[config.mk]
export PLATFORM = sky130hd
export DESIGN_NAME = branch_seq
export DESIGN_NICKNAME = d
export VERILOG_FILES = /design/src/rtl/branch_seq_pkg.sv /design/src/rtl/branch_cond_eval.sv /design/src/rtl/branch_target_calc.sv /design/src/rtl/branch_step_gen.sv /design/src/rtl/branch_seq.sv
export SDC_FILE = /design/constraint.sdc
export NUM_CORES = 1
export LEC_CHECK = 0
export ABC_AREA = 1
export BUFFER_PORTS_ARGS = -buffer_cell sky130_fd_sc_hd__buf_2
export CAP_MARGIN = 5
export CORE_UTILIZATION = 43
export DETAILED_ROUTE_END_ITERATION = 8
export SYNTH_ARGS = -nofsm -noshare
export SYNTH_HDL_FRONTEND = slang
export SYNTH_HIERARCHICAL = 1
export SYNTH_SLANG_ARGS = --single-unit
export TNS_END_PERCENT = 5
[constraint.sdc]
create_clock -name clk_i -period 2.1 [get_ports clk_i]
set_input_delay 0.21 -clock clk_i [delete_from_list [all_inputs] [get_ports clk_i]]
set_output_delay 0.21 -clock clk_i [all_outputs]
set_load 0.02 [all_outputs]
[src/rtl/branch_seq_pkg.sv]
package branch_seq_pkg;
  localparam int unsigned OP_W   = 16;
  localparam int unsigned LONG_W = 32;
  localparam int unsigned STEP_W = 3;
  localparam logic [3:0]  FAMILY  = 4'h6;
  localparam logic [3:0]  CC_CALL = 4'h1;

  typedef enum logic [1:0] {
    UOP_IDLE     = 2'd0,
    UOP_PREFETCH = 2'd1,
    UOP_SWRITE   = 2'd2
  } uop_e;

  typedef enum logic [1:0] {
    SEQ_TAKEN   = 2'd0,
    SEQ_NT_BYTE = 2'd1,
    SEQ_NT_WORD = 2'd2,
    SEQ_CALL    = 2'd3
  } seq_e;

  function automatic logic [STEP_W-1:0] seq_len(seq_e s);
    case (s)
      SEQ_TAKEN:   seq_len = 3'd3;
      SEQ_NT_BYTE: seq_len = 3'd3;
      SEQ_NT_WORD: seq_len = 3'd4;
      default:     seq_len = 3'd5;
    endcase
  endfunction
endpackage

[src/rtl/branch_cond_eval.sv]
module branch_cond_eval (
  input  logic [3:0] cc_i,
  input  logic [3:0] flags_i,
  output logic       take_o
);
  logic n, z, v, c;
  assign {n, z, v, c} = flags_i;

  always_comb begin
    case (cc_i)
      4'd0:    take_o = 1'b1;
      4'd1:    take_o = 1'b0;  // "never"; call handled by caller
      4'd2:    take_o = !c && !z;
      4'd3:    take_o = c || z;
      4'd4:    take_o = !c;
      4'd5:    take_o = c;
      4'd6:    take_o = !z;
      4'd7:    take_o = z;
      4'd8:    take_o = !v;
      4'd9:    take_o = v;
      4'd10:   take_o = !n;
      4'd11:   take_o = n;
      4'd12:   take_o = (n == v);
      4'd13:   take_o = (n != v);
      4'd14:   take_o = !z && (n == v);
      default: take_o = z || (n != v);
    endcase
  end
endmodule

[src/rtl/branch_target_calc.sv]
module branch_target_calc #(
  parameter int unsigned ADDR_W = 32
) (
  input  logic [ADDR_W-1:0] pc_i,
  input  logic [15:0]       opcode_i,
  input  logic [15:0]       ext_i,
  input  logic              take_i,
  output logic [ADDR_W-1:0] next_pc_o,
  output logic [ADDR_W-1:0] ret_o,
  output logic              word_o
);
  localparam int unsigned BYTE_PAD = ADDR_W - 8;
  localparam int unsigned WORD_PAD = ADDR_W - 16;
  localparam logic [ADDR_W-1:0] TWO = ADDR_W'(2);

  logic [ADDR_W-1:0] disp;

  assign word_o = (opcode_i[7:0] == 8'h00);
  assign disp   = word_o ? {{WORD_PAD{ext_i[15]}}, ext_i}
                         : {{BYTE_PAD{opcode_i[7]}}, opcode_i[7:0]};
  // fall-through address equals the return address
  assign ret_o     = word_o ? pc_i : pc_i - TWO;
  assign next_pc_o = take_i ? pc_i + disp - TWO : ret_o;
endmodule

[src/rtl/branch_step_gen.sv]
module branch_step_gen
  import branch_seq_pkg::*;
(
  input  logic              clk_i,
  input  logic              rst_ni,
  input  logic              launch_i,
  input  seq_e              seq_i,
  output logic              busy_o,
  output logic [STEP_W-1:0] step_o,
  output uop_e              uop_o,
  output logic              last_o
);
  seq_e              seq_q;
  logic [STEP_W-1:0] step_q;
  logic              busy_q;

  assign last_o = busy_q && (step_q == seq_len(seq_q) - 3'd1);

  always_ff @(posedge clk_i or negedge rst_ni) begin
    if (!rst_ni) begin
      busy_q <= 1'b0;
      step_q <= '0;
      seq_q  <= SEQ_TAKEN;
    end else if (launch_i) begin
      busy_q <= 1'b1;
      step_q <= '0;
      seq_q  <= seq_i;
    end else if (busy_q) begin
      if (last_o) busy_q <= 1'b0;
      else        step_q <= step_q + 3'd1;
    end
  end

  always_comb begin
    uop_o = UOP_IDLE;
    case (seq_q)
      SEQ_TAKEN:   uop_o = (step_q == 3'd0) ? UOP_IDLE : UOP_PREFETCH;
      SEQ_NT_BYTE,
      SEQ_NT_WORD: uop_o = (step_q < 3'd2) ? UOP_IDLE : UOP_PREFETCH;
      default: begin
        if (step_q == 3'd0)      uop_o = UOP_IDLE;
        else if (step_q < 3'd3)  uop_o = UOP_SWRITE;
        else                     uop_o = UOP_PREFETCH;
      end
    endcase
  end

  assign busy_o = busy_q;
  assign step_o = step_q;
endmodule

[src/rtl/branch_seq.sv]
module branch_seq
  import branch_seq_pkg::*;
#(
  parameter int unsigned ADDR_W = 32
) (
  input  logic              clk_i,
  input  logic              rst_ni,
  input  logic              start_i,
  input  logic [15:0]       opcode_i,
  input  logic [15:0]       ext_i,
  input  logic [3:0]        flags_i,
  input  logic [ADDR_W-1:0] pc_i,
  input  logic [ADDR_W-1:0] sp_i,
  output logic              uop_valid_o,
  output logic [1:0]        uop_o,
  output logic [ADDR_W-1:0] waddr_o,
  output logic [15:0]       wdata_o,
  output logic              done_o,
  output logic [ADDR_W-1:0] next_pc_o
);
  localparam logic [ADDR_W-1:0] FOUR = ADDR_W'(4);
  localparam logic [ADDR_W-1:0] TWO  = ADDR_W'(2);

  logic              is_call, cond_take, take, is_word, launch, busy, last;
  logic [ADDR_W-1:0] next_pc_d, ret_d;
  logic [ADDR_W-1:0] next_pc_q, ret_q, sp_q;
  logic [LONG_W-1:0] ret_long;
  logic [STEP_W-1:0] step;
  logic              done_q;
  seq_e              seq_sel;
  uop_e              uop;

  assign is_call = (opcode_i[11:8] == CC_CALL);
  assign take    = is_call || cond_take;
  assign launch  = start_i && !busy && (opcode_i[15:12] == FAMILY);

  branch_cond_eval u_cond (
    .cc_i    (opcode_i[11:8]),
    .flags_i (flags_i),
    .take_o  (cond_take)
  );

  branch_target_calc #(.ADDR_W(ADDR_W)) u_target (
    .pc_i      (pc_i),
    .opcode_i  (opcode_i),
    .ext_i     (ext_i),
    .take_i    (take),
    .next_pc_o (next_pc_d),
    .ret_o     (ret_d),
    .word_o    (is_word)
  );

  always_comb begin
    if (is_call)      seq_sel = SEQ_CALL;
    else if (take)    seq_sel = SEQ_TAKEN;
    else if (is_word) seq_sel = SEQ_NT_WORD;
    else              seq_sel = SEQ_NT_BYTE;
  end

  branch_step_gen u_steps (
    .clk_i    (clk_i),
    .rst_ni   (rst_ni),
    .launch_i (launch),
    .seq_i    (seq_sel),
    .busy_o   (busy),
    .step_o   (step),
    .uop_o    (uop),
    .last_o   (last)
  );

  always_ff @(posedge clk_i or negedge rst_ni) begin
    if (!rst_ni) begin
      next_pc_q <= '0;
      ret_q     <= '0;
      sp_q      <= '0;
      done_q    <= 1'b0;
    end else begin
      done_q <= last;
      if (launch) begin
        next_pc_q <= next_pc_d;
        ret_q     <= ret_d;
        sp_q      <= sp_i;
      end
    end
  end

  assign ret_long = LONG_W'(ret_q);

  // high word pushed first to the lower address
  always_comb begin
    waddr_o = '0;
    wdata_o = '0;
    if (busy && uop == UOP_SWRITE) begin
      if (step == 3'd1) begin
        waddr_o = sp_q - FOUR;
        wdata_o = ret_long[31:16];
      end else begin
        waddr_o = sp_q - TWO;
        wdata_o = ret_long[15:0];
      end
    end
  end

  assign uop_valid_o = busy;
  assign uop_o       = busy ? uop : UOP_IDLE;
  assign done_o      = done_q;
  assign next_pc_o   = next_pc_q;
endmodule

==> flow_summary.toml, run 1 <==
[run_status]
status = "complete, but fails checks"
violations = "negative setup slack"

[routing]
wl_um = 38000
wl_met3_um = 2110
dr.max_layer_used = "met4"
route.met2.wl_um = 18300
drt_pass1_iterations = 5
drc_errors = 0
wl_per_cell_um = 15.6
wl_met1_um = 16100
vias = 12100
routed_via_density = 4.98
drt-initial-drc-count = 779
antenna_left = 0

[floorplanning]
io_pins = 187
die_x_um = 155
num_rows = 55
initial_core_util = 0.443
core-area_sq_um = 22800
die_h_um = 155
die_area_sq_um = 24200

[sta]
finalCritPeriodShare = 1.21
final.setup.worst_slack_ns = -0.436
fmax_mhz = 394
slew_viol_final = 0
finalSetupViolations = 77
skew_ns = 0.00631
final-hold-violation-count = 0
period_minus_slack_ns = 2.54
slew_headroom = 0.517
tightest_slew_ns = 0.724
grt_setup_unrepaired = "true"

[final_layout]
utilization = 0.645
layout_common_cells = "680 x nand2_1, 237 x inv_1, 229 x buf_4"
layout-drive-gt1-share = 0.325
nNetsFinal = 2276
syn2layout_area_growth_pct = 45.5
stdcell_area_sq_um = 14700
num_antenna_cells = 0
final_common_cell = "nand2_1"

[critical_path]
critPathCaptureType = "flop"
r2r_cells = 5
crit_path_max_fanout = 4
criticalPathCategory = "in2reg"
crit_arrival_ns = 2.83
start_kind = "primary input"
crit_end = "next_pc_o[21]$_DFFE_PN0P_"
critPathRequiredTime_ns = 2.39
crit_start = "opcode_i[1]"
timing.rr.start = "u_steps/busy_o$_DFF_PN0_"
r2r_slack_ns = 0.37
r2r_end = "sp_q[9]$_DFFE_PN0P_"

[placed_design]
place_ws_ns = -1.02
dp_hpwl_um = 29600
gp_congestion = 0.957
portBuffers = 186
place_area_sq_um = 12900

[synth]
synth_area_leaders = "nand2_1 28%, dfrtp_1 25%, inv_1 9.6%"
synthCells = 1752
synth_enable_flop_cells = 0
yosysUniqueCellTypes = 41
synthFlopType = "dfrtp_1"
synth_top_area_share = 0.278
yosysSeqAreaShare = 0.254
syn_area_sq_um = 10100
syn-num-nets = 1910
yosysTopAreaCell = "nand2_1"
postSynthAreaPerCell_sq_um = 5.78
yosys_warnings = 6
async_flop_share = 1.00
synth-seq-cells = 103

[power_and_ir_drop]
ir_drop_mv = 0.487
p_clk_frac = 0.165
p_leak_nw = 8.00
p_int_w = 0.00635
power_density_nw_per_um2 = 781
p_comb_frac = 0.531
p_switching_w = 0.00516
p_seq_frac = 0.304
swShare = 0.448

[global_routing]
grt_max_degree = 68
first_global_vias = 11400
grt_pass1_wl_um = 58300
grt_antenna_before_repair = 0
grt_overflow = 0
grt_util_all_layers = 0.311

[cts]
h-tree-depth = 3
clk_path_buf_depth = 2
numCtsBuffers = 9
clk_pin_slew_ns = 0.07
clockRootBuffer = "clkbuf_16"
clk_latency_ns = 0.35
cts_tree = "built"
cts_sinks = 103

[hold_path]
hp-class = "in2reg"

[run]
drv_cap = 0
[worst min path at each step]
stage,start,endpoint,slack (ns),cells after the start
floorplan,rst_ni,done_o$_DFF_PN0_,-0.09,0
global placement,rst_ni,u_steps/busy_o$_DFF_PN0_,0.14,1
detailed placement,rst_ni,u_steps/busy_o$_DFF_PN0_,0.14,1
CTS,sp_i[31],sp_q[31]$_DFFE_PN0P_,0.05,3
global route,sp_i[23],sp_q[23]$_DFFE_PN0P_,0.06,3
finish,sp_i[31],sp_q[31]$_DFFE_PN0P_,0.05,3
[power by group through the flow]
stage	clock network, W	logic [W]	registers [W]
3_5_place_dp	0	0.00528	0.00351
4_1_cts	0.00192	0.00572	0.00349
5_1_grt	0.00200	0.00675	0.00359
3_3_place_gp	0	0.00522	0.00349
2_1_floorplan	0	0.00298	0.00365
6_report	0.00190	0.00611	0.00350
[final cells by class]
class                      count  area [sq um]
clock buffer                  12           256
clock inverter                 4          77.6
fill                        2157          8110
inverter                     268          1020
multi-input combinational   1339          7530
sequential                   103          2580
tap                          313           392
timing repair buffer         397          2880
[cells in the mapped netlist, types with 5 or more instances]
master    number
inv_2          8
clkbuf_1      12
nand2_1      751
nand2_2        5
a21o_1         6
nand3_2        6
nor2_2        12
a21oi_1       61
nor3_1        12
inv_1        258
nor2_1       182
buf_2         19
xor2_2         5
nor2_4         7
o21ai_0       73
ha_1          54
o21ai_1        8
xnor2_1       10
dfrtp_1      103
nand4_1       12
nand3_1       94
xor2_1        15
[through the flow]
stage / total power (W) / hold slack (ns) / cells / TNS [ns]
after floorplan: 0.00663 / -0.0856 / 1752 / -12.72
after global placement: 0.00872 / 0.145 / 2399 / -22.55
after detailed placement: 0.00879 / 0.142 / 2399 / -23.20
after CTS: 0.0111 / 0.0467 / 2430 / -16.43
after global routing: 0.0123 / 0.0577 / 2436 / -30.03
final: 0.0115 / 0.0517 / 2436 / -21.14
[registers in the layout, summed over array words and instances, names as in the netlist]
signal          cells
next_pc_o          32
done_o              1
u_steps/seq_q       2
u_steps/step_o      3
u_steps/busy_o      1
ret_long           32
sp_q               32
[what timing repair did]
action / in CTS / in global routing
pin swaps: 58 / 52
resized for setup: 225 / 136
buffers inserted: 13 / 6
setup endpoints to repair: 77 / 78
hold buffers: 1 / 0
hold endpoints to repair: 22 / 0
cloned: 1 / 0
[critical path, stage by stage]
cell	delay, ns
buf_8	0.10
nor2_4	0.10
nand2_2	0.07
nor2_4	0.13
buf_6	0.11
mux2i_2	0.22
ha_1	0.28
inv_2	0.07
ha_4	0.14
inv_2	0.04
fa_2	0.39
inv_4	0.10
nand3_4	0.07
nand3_4	0.09
nand3_4	0.08
nand3_4	0.11
nand2_2	0.07
nand2_1	0.07
nand2_1	0.05
nand2_1	0.08
nand2_1	0.06
nand2_1	0.07
nand2_1	0.04
nand2_1	0.07
[routing by layer]
metal,vias up,GRT usage
li1,6071,-
met1,5556,0.399
met2,411,0.540
met3,91,0.0248
met4,0,0.129
met5,-,0
[cells by family (layout without fill, tap and decap cells)]
logic type	count (synthesis)	in the layout	share of synthesized area
compound gates	156	156	0.0817
simple gates	1095	1095	0.441
fa+ha+maj	55	55	0.0687
xor+xnor	30	30	0.0296
buf+inv	310	681	0.121
flops	103	103	0.254
mux	3	3	0.00296
(Power assumes the default switching activity.)
==> inputs of run 2 (changes only) <==
- CAP_MARGIN: 5 -> 15
- clock period: 2.1 -> 2.4 ns (I/O delays scaled with it)
==> run 2 against run 1 <==
Against the previous run:
- the run still ends with negative setup slack left
- combinational power down 23%
- power down 19%
- largest cell class unchanged
- utilization down 6.2 points
- sequential share of layout area up 1.8 points
- highest routed layer unchanged
- critical path depth down 3
- clock skew down 0.00071 ns
- critical endpoint is now next_pc_o[9]$_DFFE_PN0P_
==> flow_summary.toml, run 2 (synthesis gave the netlist of run 1 again) <==
[run_status]
status = "complete, but fails checks"
violations = "negative setup slack"

[placed_design]
portBuffers = 186
place_area_sq_um = 12400
gp_congestion = 0.919
place_ws_ns = -0.544
dp_hpwl_um = 29000

[global_routing]
grt_overflow = 0
grt_max_degree = 68
first_global_vias = 10800
grt_util_all_layers = 0.299
grt_pass1_wl_um = 55900
grt_antenna_before_repair = 0

[hold_path]
hp-class = "in2reg"
min_to = "sp_q[22]$_DFFE_PN0P_"
hold_depth = 3
hp-start = "sp_i[22]"

[power_and_ir_drop]
p_clk_frac = 0.175
p_seq_frac = 0.322
power_density_nw_per_um2 = 703
p_int_w = 0.00516
swShare = 0.449
power_w = 0.00937
ir_drop_mv = 0.369
p_comb_frac = 0.503
p_switching_w = 0.00421
p_leak_nw = 7.38

[routing]
drt-initial-drc-count = 735
wl_per_cell_um = 15.1
drt_pass1_iterations = 5
antenna_left = 0
routed_via_density = 4.90
vias = 11500
drc_errors = 0
wl_um = 35500

[final_layout]
num_antenna_cells = 0
layout_common_cells = "723 x nand2_1, 250 x inv_1, 163 x nor2_1"
fillerInstances = 2397
layout-drive-gt1-share = 0.240
syn2layout_area_growth_pct = 31.6
final_common_cell = "nand2_1"
stdcell_area_sq_um = 13300
nNetsFinal = 2193

[cts]
clk_path_buf_depth = 2
clk_latency_ns = 0.36
clk_pin_slew_ns = 0.08
clockRootBuffer = "clkbuf_16"
h-tree-depth = 3
cts_tree = "built"
numCtsBuffers = 9
cts_sinks = 103

[floorplanning]
die_area_sq_um = 24200
num_rows = 55
initial_core_util = 0.443
die_h_um = 155
core-area_sq_um = 22800
die_x_um = 155
io_pins = 187

[critical_path]
critPathCaptureType = "flop"
start_kind = "primary input"
r2r_slack_ns = 0.69
criticalPathCategory = "in2reg"
crit_path_max_fanout = 6
crit_arrival_ns = 2.84
timing.rr.start = "u_steps/busy_o$_DFF_PN0_"
critPathRequiredTime_ns = 2.65
r2r_cells = 6
r2r_end = "sp_q[26]$_DFFE_PN0P_"

[run]
drv_cap = 0

[sta]
tightest_slew_ns = 0.726
final.setup.worst_slack_ns = -0.191
period_minus_slack_ns = 2.59
finalSetupViolations = 26
fmax_mhz = 386
finalCritPeriodShare = 1.08
slew_viol_final = 0
final-hold-violation-count = 0
grt_setup_unrepaired = "true"
skew_ns = 0.00560
fin_hold_ws_ns = 0.0816
tns_ns = -2.01
slew_headroom = 0.516
## run 2: power by group through the flow
stage               combinational [W]  sequential (W)  clock (W)
floorplan                     0.00261         0.00319          0
global placement              0.00432         0.00303          0
detailed placement            0.00437         0.00304          0
CTS                           0.00461         0.00301    0.00168
global route                  0.00529         0.00310    0.00175
finish                        0.00471         0.00301    0.00164
## run 2: worst max-delay path: stages
cell,delay [ns]
buf_6,0.10
nor2_4,0.09
nand2_2,0.08
nor2_4,0.19
buf_6,0.15
mux2i_2,0.23
ha_1,0.26
inv_1,0.06
ha_2,0.18
inv_2,0.04
fa_2,0.35
inv_2,0.09
nand3_2,0.08
nand3_4,0.09
nand2_2,0.05
nand2_2,0.11
buf_4,0.12
xnor2_1,0.10
o21ai_1,0.07
nand2_1,0.07
nand2_1,0.06
## run 2: what timing repair did
item	4_1_cts	5_1_grt
gates cloned	1	0
hold endpoints to repair	41	0
buffers inserted	7	2
hold buffers	1	0
pin swaps	22	21
setup endpoints to repair	71	76
resized for setup	100	53
## run 2: through the flow
step / std cells / util
3_3_place_gp: 2326 / 0.541
2_1_floorplan: 1752 / -
3_5_place_dp: 2326 / 0.541
6_report: 2353 / 0.583
5_1_grt: 2353 / 0.583
4_1_cts: 2351 / 0.575
## run 2: how the worst max path moves through the flow
stage | startpoint | end | slack, ns
floorplan | opcode_i[0] | next_pc_o[17]$_DFFE_PN0P_ | -0.26
global placement | opcode_i[0] | next_pc_o[28]$_DFFE_PN0P_ | -0.48
detailed placement | opcode_i[0] | next_pc_o[28]$_DFFE_PN0P_ | -0.54
CTS | opcode_i[4] | next_pc_o[29]$_DFFE_PN0P_ | -0.08
global route | opcode_i[0] | next_pc_o[17]$_DFFE_PN0P_ | -0.37
finish | opcode_i[3] | next_pc_o[9]$_DFFE_PN0P_ | -0.19
## run 2: area by class of cell
cell class	instances	area (sq um)	share of cell area
repair buffers	314	2160	0.162
flip-flops and latches	103	2580	0.193
multi-input cells	1339	6850	0.514
clock buffers	9	225	0.0169
clock inverters	7	101	0.00760
inverters	268	1020	0.0765
well taps	313	392	0.0294
## run 2: layer usage
metal	routed length [um]	part of all wire	up-vias	global-route usage
met3	1820	0.051	55	0.0370
met2	16200	0.46	334	0.499
met5	0	0	-	0
met1	16100	0.45	5222	0.394
met4	1300	0.037	0	0.114
li1	-	-	5921	-
==> inputs of run 3 (changes only) <==
- SYNTH_HIERARCHICAL: 1 -> unset
==> run 3 against run 2 <==
Against the previous run:
- the flow still finishes with violations (negative setup slack)
- fmax fell by 1.0%
- global-route usage rose by 0.68 points
- clock skew rose by 0.0082 ns
- sequential cell count did not move
- utilization rose by 2.0 points
- non-clock buffer count rose by 57
- critical path type is now reg2out
- largest cell class unchanged
- highest routed layer unchanged
==> flow_summary.toml, run 3 <==
[cts]
clockRootBuffer = "clkbuf_16"
h-tree-depth = 3
clk_path_buf_depth = 2
cts_sinks = 103
cts_tree = "built"
clk_latency_ns = 0.37
numCtsBuffers = 9
clk_pin_slew_ns = 0.08

[floorplanning]
die_h_um = 154
num_rows = 55
io_pins = 187
initial_core_util = 0.438
core-area_sq_um = 22600
die_area_sq_um = 23700
die_x_um = 154

[placed_design]
gp_congestion = 0.958
dp_hpwl_um = 29100
portBuffers = 186
place_area_sq_um = 12500
place_ws_ns = -0.581

[global_routing]
grt_antenna_before_repair = 1
grt_pass1_wl_um = 56800
grt_max_degree = 73
grt_overflow = 0
first_global_vias = 11000
grt_util_all_layers = 0.306

[run_status]
status = "complete, but fails checks"
violations = "negative setup slack"

[routing]
drt_pass1_iterations = 5
drt-initial-drc-count = 726
routed_via_density = 5.05
wl_per_cell_um = 15.7
drc_errors = 0
antenna_left = 0
wl_um = 35800
vias = 11500

[sta]
final-hold-violation-count = 0
period_minus_slack_ns = 2.62
skew_ns = 0.0138
final.setup.worst_slack_ns = -0.217
tightest_slew_ns = 0.780
finalCritPeriodShare = 1.09
slew_viol_final = 0
slew_headroom = 0.480
fmax_mhz = 382
finalSetupViolations = 36
grt_setup_unrepaired = "true"

[synth]
synthMuxAreaShare = 0.00303
synth_area_leaders = "dfrtp_1 26%, nand2_1 23%, inv_1 9.2%"
post_synth_xor_area_fraction = 0.0274
synthCells = 1651
synth-seq-cells = 103
yosysTopAreaCell = "dfrtp_1"
ys_top_cells_by_count = "616 x nand2_1, 244 x inv_1, 170 x nor2_1"
async_flop_share = 1.00
synth_top_area_share = 0.260
yosys_warnings = 0
yosysSeqAreaShare = 0.260
postSynthAreaPerCell_sq_um = 6.00
syn_area_sq_um = 9910
synth_top_family_by_area = "simple AND/OR/NAND/NOR gates"
synth-compound-area-share = 0.112
synthAdderAreaFrac = 0.0727
synthFlopType = "dfrtp_1"
yosysUniqueCellTypes = 47
syn-num-nets = 1811
synth_enable_flop_cells = 0
synth-simple-area-share = 0.406
synth.most_common_cell = "nand2_1"

[critical_path]
cpLargestDelayFamily = "simple AND/OR/NAND/NOR gates"
critPathCaptureType = "primary output"
crit_path_max_fanout = 6
criticalPathCategory = "reg2out"
cp_num_buf_inv = 3
critPathRequiredTime_ns = 2.16
crit_arrival_ns = 2.38
max_stage_delay_ns = 0.42
start_kind = "flop"
crit_path_frequent_cell = "nand2_4"
crit_path_top_delay_cell = "dfrtp_1"
worstPathCellList = "inv_2 -> ha_4 -> nand2_8 -> nand2_4 -> nand2_4 -> nor3_4 -> nand2_4 -> buf_6 -> nor3_4 -> nand3_1 -> nand2_1 -> nor2_1 -> buf_4"

[final_layout]
layout-drive-gt1-share = 0.303
multi_input_area_sq_um = 6990
utilization = 0.603
syn2layout_area_growth_pct = 37.8
final_common_cell = "nand2_1"
fillerInstances = 2265
seq_area_sq_um = 2580
stdcell_area_sq_um = 13700
nNetsFinal = 2155
layout_common_cells = "581 x nand2_1, 225 x inv_1, 204 x buf_4"

[power_and_ir_drop]
ir_drop_mv = 0.383
p_clk_frac = 0.156
p_leak_nw = 7.45
swShare = 0.459
p_int_w = 0.00510
p_seq_frac = 0.312
p_comb_frac = 0.532
p_switching_w = 0.00434
power_density_nw_per_um2 = 691

[run]
drv_cap = 0

[hold_path]
hp-class = "in2reg"
-- run 3: logic make-up after synthesis --
kind of cell / after synthesis
AOI/OAI and AO/OA: 198
xor gates and xnor gates: 31
adders and majority gates: 57
buffers and inverters: 293
DFF: 103
muxes: 3
and+or+nand+nor: 966
-- run 3: tightest hold or removal path, stage by stage --
cell,delay (ns)
buf_2,0.08
nand2_1,0.04
nand2_1,0.05
-- run 3: final timing paths --
check	start	to	slack (ns)	cells past startpoint
min in group asynchronous	rst_ni	u_steps.step_o[1]$_DFFE_PN0P_	0.41	2
max in group asynchronous	rst_ni	u_steps.step_o[0]$_DFFE_PN0P_	1.21	3
setup / recovery	u_steps.step_o[1]$_DFFE_PN0P_	waddr_o[29]	-0.22	13
setup reg to reg	u_steps.busy_o$_DFF_PN0_	u_steps.step_o[1]$_DFFE_PN0P_	0.43	7
hold / removal	sp_i[14]	sp_q[14]$_DFFE_PN0P_	0.07	3
hold reg to reg	next_pc_o[8]$_DFFE_PN0P_	next_pc_o[8]$_DFFE_PN0P_	0.48	2
-- run 3: layer usage --
layer  wire [um]  track usage  up-vias
li1            -            -     5836
met1       16000        0.406     5264
met2       17000        0.520      371
met3        1850       0.0324       64
met4         947       0.0976        0
met5           0            0        -
-- run 3: power by group through the flow --
| stage | logic, W | registers (W) | clock network (W) |
|---|---|---|---|
| after CTS | 0.00467 | 0.00294 | 0.00149 |
| after detailed placement | 0.00446 | 0.00296 | 0 |
| after floorplan | 0.00256 | 0.00310 | 0 |
| after global routing | 0.00555 | 0.00303 | 0.00155 |
| after global placement | 0.00440 | 0.00295 | 0 |
| final | 0.00502 | 0.00295 | 0.00147 |
-- run 3: metrics by stage --
stage                     std cells  power (W)  setup TNS [ns]  hold slack (ns)
after floorplan                1651    0.00566          -0.788          -0.0556
after global placement         2245    0.00735          -11.12            0.278
after detailed placement       2245    0.00741          -12.12            0.275
after CTS                      2272    0.00909           -1.49           0.0683
after global routing           2286     0.0101          -10.67           0.0688
final                          2286    0.00944           -2.13           0.0685
-- run 3: cell type report --
cell class / instances / area share
timing repair buffer: 371 / 0.181
clock buffer: 10 / 0.0168
clock inverter: 6 / 0.00376
sequential: 103 / 0.189
multi-input combinational: 1255 / 0.512
antenna: 1 / 0.000183
tap: 285 / 0.0261
inverter: 255 / 0.0710
-- run 3: what timing repair did --
action                                  in CTS  in global routing
hold endpoints to repair                    39                  0
buffers inserted                            10                 13
cloned                                       0                  0
gates resized for setup                     60                145
hold buffers                                 1                  0
pin swaps                                   12                 47
endpoints found under the setup margin      66                 73
